<file path="config.mk">
export PLATFORM = sky130hd
export DESIGN_NAME = swexc_opcode_match
export DESIGN_NICKNAME = d
export VERILOG_FILES = /design/src/rtl/swexc_pkg.sv /design/src/rtl/swexc_opcode_match.sv
export SDC_FILE = /design/constraint.sdc
export NUM_CORES = 1
export LEC_CHECK = 0
export ABC_AREA = 1
export BUFFER_PORTS_ARGS = -buffer_cell sky130_fd_sc_hd__buf_2
export CAP_MARGIN = 20
export CORE_AREA = 2 2 39 41
export DETAILED_ROUTE_END_ITERATION = 8
export DIE_AREA = 0 0 41 43
export MAX_ROUTING_LAYER = met4
export PLACE_DENSITY = 0.65
export SLEW_MARGIN = 10
export SYNTH_ARGS = -nofsm -noshare
export SYNTH_HDL_FRONTEND = slang
export SYNTH_SLANG_ARGS = --single-unit
</file>
<file path="constraint.sdc">
create_clock -name vclk -period 1.4
set_input_delay 0.14 -clock vclk [all_inputs]
set_output_delay 0.14 -clock vclk [all_outputs]
set_load 0.02 [all_outputs]
</file>
<file path="src/rtl/swexc_pkg.sv">
package swexc_pkg;

  typedef enum logic [2:0] {
    CLS_OTHER   = 3'd0,
    CLS_GIE     = 3'd1,
    CLS_GID     = 3'd2,
    CLS_RTI     = 3'd3,
    CLS_SREG_RD = 3'd4,
    CLS_SREG_WR = 3'd5,
    CLS_CMOV    = 3'd6
  } op_cls_e;

  typedef enum logic [1:0] {
    SPC_NONE  = 2'd0,
    SPC_SYNC  = 2'd1,
    SPC_WAND  = 2'd2,
    SPC_BKPT  = 2'd3
  } special_e;

  typedef enum logic [1:0] {
    EXC_NONE   = 2'd0,
    EXC_SOFT   = 2'd1,
    EXC_UNIMPL = 2'd2
  } exc_kind_e;

  localparam logic [15:0] OPC_SOFT_EXC = 16'h01E2;
  localparam logic [31:0] OPC_UNIMPL   = 32'h000F000F;
  localparam logic [15:0] OPC_SYNC     = 16'h01F2;
  localparam logic [15:0] OPC_WAND     = 16'h0182;
  localparam logic [15:0] OPC_BKPT     = 16'h03C2;

  // Cause code per core variant (0 or 1) and exception kind.
  function automatic logic [3:0] cause_of(input int variant, input exc_kind_e k);
    logic [3:0] c;
    c = 4'd0;
    if (k == EXC_SOFT)   c = (variant == 0) ? 4'b0001 : 4'b1110;
    if (k == EXC_UNIMPL) c = (variant == 0) ? 4'b0100 : 4'b1111;
    return c;
  endfunction

endpackage

</file>
<file path="src/rtl/swexc_opcode_match.sv">
module swexc_opcode_match
  import swexc_pkg::*;
(
  input  logic [31:0] word,
  input  logic        is32,
  output exc_kind_e   kind,
  output special_e    special
);

  localparam int N_SPC = 3;
  localparam logic [15:0] SPC_OPC [N_SPC] = '{OPC_SYNC, OPC_WAND, OPC_BKPT};

  logic [N_SPC-1:0] spc_hit;

  genvar gi;
  generate
    for (gi = 0; gi < N_SPC; gi++) begin : g_spc
      assign spc_hit[gi] = !is32 && (word[15:0] == SPC_OPC[gi]);
    end
  endgenerate

  always_comb begin
    special = SPC_NONE;
    for (int i = 0; i < N_SPC; i++) begin
      if (spc_hit[i]) special = special_e'(2'(i + 1));
    end
  end

  always_comb begin
    kind = EXC_NONE;
    if (!is32 && word[15:0] == OPC_SOFT_EXC) kind = EXC_SOFT;
    else if (is32 && word == OPC_UNIMPL)     kind = EXC_UNIMPL;
  end

endmodule

</file>
==> out/results.md <==
| Stage | Metric | Value |
|---|---|---|
| global routing | Global-route wire length before repair | 1340 um |
| worst setup path | Highest cell delay on the worst timing path | 0.17 ns |
| layout | Number of clock buffers in the layout | 0 |
| layout | Register area | 0 um^2 |
| floorplan | Core area | 1380 um^2 |
| job | Max Cap Violations | 0 |
| logic synthesis | Main combinational cell family by area after synthesis | simple AND/OR/NAND/NOR gates |
| detailed routing | Wirelength per Cell | 7.12 um |
| logic synthesis | Top cells by area in the synthesized netlist | sky130_fd_sc_hd__nor2_1 28%, sky130_fd_sc_hd__nand2_1 23%, sky130_fd_sc_hd__inv_1 13% |
| floorplan | Die Area | 1760 um^2 |
| detailed routing | Remaining DRCs | 0 |
| logic synthesis | Mux cell area share after synthesis | 0% |
| pwr | Max rail drop VDD | 64.5 uV |
| sta | Highest clock frequency the design can meet | 0.958 GHz |
| logic synthesis | Total standard cell area after synthesis | 258 um^2 |
| detailed routing | 1st-iter DRT viols | 6 |
| floorplan | FP Rows | 14 |
| sta | Number of max-slew violations in the final report | 0 |
| sta | Final hold violation count | 0 |
| logic synthesis | Cell taking the most area after synthesis | sky130_fd_sc_hd__nor2_1 |
| pwr | Net Switching | 0.0000357 W |
| global routing | Grt peak-use layer | met2 |
| global routing | Total overflow reported by the global router | 0 |
| layout | Combined area of the multi-input logic cells | 224 um^2 |
| pwr | Internal Power | 0.0000447 W |
| logic synthesis | Yosys cell types | 11 |
| sta | Setup repair after global routing missed its margin | no |
| pwr | Sequential fraction of design power | 0% |
| layout | Cell area after layout | 463 um^2 |
| detailed routing | Post-detailed-route count of antenna-violating nets | 0 |
| placed design | Placed wire-length estimate after detailed placement | 769 um |
| detailed routing | Sum of routed wire length over all layers | 790 um |
| cts | Number of buffers inserted for hold repair after clock tree synthesis | 0 |
| logic synthesis | Share of synthesized cell area in and, or, nand and nor gates | 86.9% |
| layout | Antenna cells | 0 |
| cts | Post-cts resize count | 0 |
| pwr | Power share of the clock group | 0% |
| cts | Post-CTS setup-driven buffer insertion count | 0 |
| min path | Type of the worst min-delay path | primary input to output port |
| layout | Share of cells above drive strength 1 | 42.1% |
| pwr | Sw frac | 44.4% |
| floorplan | Y dimension of the die | 43 um |
| logic synthesis | Synthesis warning total | 0 |
| sta | Total setup violations reported at the end of the flow | 0 |
| logic synthesis | Synthesized netlist net count | 91 |
| pwr | Combinational share of power | 100.0% |
| floorplan | Number of I/O pins | 37 |
| logic synthesis | Syn avg cell area | 4.44 um^2 |
| global routing | Met1 usage | 11.1% |
| logic synthesis | Area fraction in compound gates after synthesis | 0% |
| placed design | Area post-placement | 463 um^2 |
| sta | Slew at the pin closest to its max-slew limit | 0.194 ns |
| worst setup path | Crit path capture type | output port |
| placed design | Number of input and output port buffers inserted | 37 |
| floorplan | Initial Util | 18.6% |
| global routing | Grt met3 use | 0.524% |
| sta | Setup ws final | 0.356 ns |
| sta | Minimum clock period | 1.04 ns |
| logic synthesis | Post-Synth Adder-Cell Area | 0% |
| detailed routing | Number of vias after detailed routing | 463 |
| layout | Number of sequential cells in the layout | 0 |
| worst setup path | Sort of element at the start of the critical path | primary input |
| logic synthesis | Post-Synthesis Cells | 58 |
| global routing | Met2 capacity usage during global routing | 20.0% |
| sta | Headroom to the max-slew limit | 87.0% |
| worst setup path | Largest driver fanout on the critical path | 4 |
| layout | Number of nets in the finished design | 130 |
| pwr | Power per cell area | 174 nW/um^2 |
| worst setup path | Critical path's slowest cell | sky130_fd_sc_hd__buf_2 |
| layout | Layout area overhead | 79.6% |
| worst setup path | Crit path arrival time | 0.90 ns |
| floorplan | Horizontal die dimension | 41 um |
| layout | Final-layout fill cell count | 155 |
| sta | Post-route clock period utilization | 74.6% |
| global routing | Vias in the first global route | 396 |
| global routing | Antenna violations before repair | 0 |
| run status | Run status | finished, final reports clean |
| sta | Setup TNS | 0 ns |
| global routing | Maximum number of pins on one net before global-route repair | 5 |
| worst setup path | Data required, critical path | 1.26 ns |
| logic synthesis | XOR/XNOR Fraction of Synth Area | 0% |
| placed design | Worst-case setup slack after placement | 0.338 ns |
| logic synthesis | Share of synthesized area occupied by flip-flops and latches | 0% |
| detailed routing | DR pass1 iterations | 2 |
| pwr | Standby leakage power | 0.283 nW |
| logic synthesis | Area share of the largest cell type after synthesis | 27.7% |
| worst setup path | Chain of cells forming the critical path | buf_2, nor2_1, nand3b_1, nor2_4, nand2_1, nor2_1, buf_2 |
| worst setup path | Crit path kind | primary input to output port |
| global routing | Overall global routing resource usage | 10.2% |
| detailed routing | DR vias/cell | 4.17 |
| placed design | Final RePlAce weighted congestion | 0.727 |
==> critical path: cells and delay by family <==
family / cells / cell delay [ns]
buffers and inverters: 2 / 0.27
AND/OR/NAND/NOR: 5 / 0.49
==> power by group through the flow <==
stage / clock [W] / sequential (W) / combinational, W
detailed placement: 0 / 0 / 0.0000812
global route: 0 / 0 / 0.0000915
CTS: 0 / 0 / 0.0000814
global placement: 0 / 0 / 0.0000794
floorplan: 0 / 0 / 0.0000275
finish: 0 / 0 / 0.0000804
==> cells in the mapped netlist <==
master / instances
sky130_fd_sc_hd__and2_1: 1
sky130_fd_sc_hd__inv_1: 9
sky130_fd_sc_hd__nand2_1: 16
sky130_fd_sc_hd__nand3_1: 4
sky130_fd_sc_hd__nand3_2: 1
sky130_fd_sc_hd__nand3b_1: 3
sky130_fd_sc_hd__nand4_1: 1
sky130_fd_sc_hd__nor2_1: 19
sky130_fd_sc_hd__nor2_2: 1
sky130_fd_sc_hd__nor2_4: 1
sky130_fd_sc_hd__nor3_1: 2
==> cells in the final DEF (no fill, tap or decap), types with 2 or more instances in the layout <==
master,instances
sky130_fd_sc_hd__buf_2,37
sky130_fd_sc_hd__nor2_1,19
sky130_fd_sc_hd__nand2_1,16
sky130_fd_sc_hd__inv_1,9
sky130_fd_sc_hd__nand3_1,4
sky130_fd_sc_hd__nand3b_1,3
sky130_fd_sc_hd__nor3_1,2
==> stage by stage <==
| step | hold WS, ns | cells | util, % | power [W] |
|---|---|---|---|---|
| global route | 0.661 | 111 | 33.5 | 0.0000915 |
| detailed placement | 0.646 | 111 | 33.5 | 0.0000812 |
| global placement | 0.650 | 111 | 33.5 | 0.0000794 |
| finish | 0.647 | 111 | 33.5 | 0.0000804 |
| CTS | 0.648 | 111 | 33.5 | 0.0000814 |
| floorplan | 0.431 | 58 | - | 0.0000275 |
==> worst paths after layout <==
path | to | startpoint | slack [ns] | cells past startpoint
worst min-delay path | kind[0] | word[5] | 0.65 | 4
worst max-delay path | kind[0] | word[2] | 0.36 | 7
==> logic make-up (layout without fill, tap and decap cells) <==
kind of cell / after synthesis / after routing
and+or+nand+nor: 49 / 49
buffers and inverters: 9 / 46
==> routing by layer <==
layer / vias up / wire, um
li1: 251 / -
met1: 185 / 278
met2: 27 / 407
met3: 0 / 104
met4: 0 / 0
met5: - / 0
==> final cells by class <==
class / count / share of cell area, %
inverters: 9 / 7.30
multi-input cells: 49 / 48.4
repair buffers: 37 / 40.0
well taps: 16 / 4.32
No activity file was read; power rests on OpenSTA's default activity.
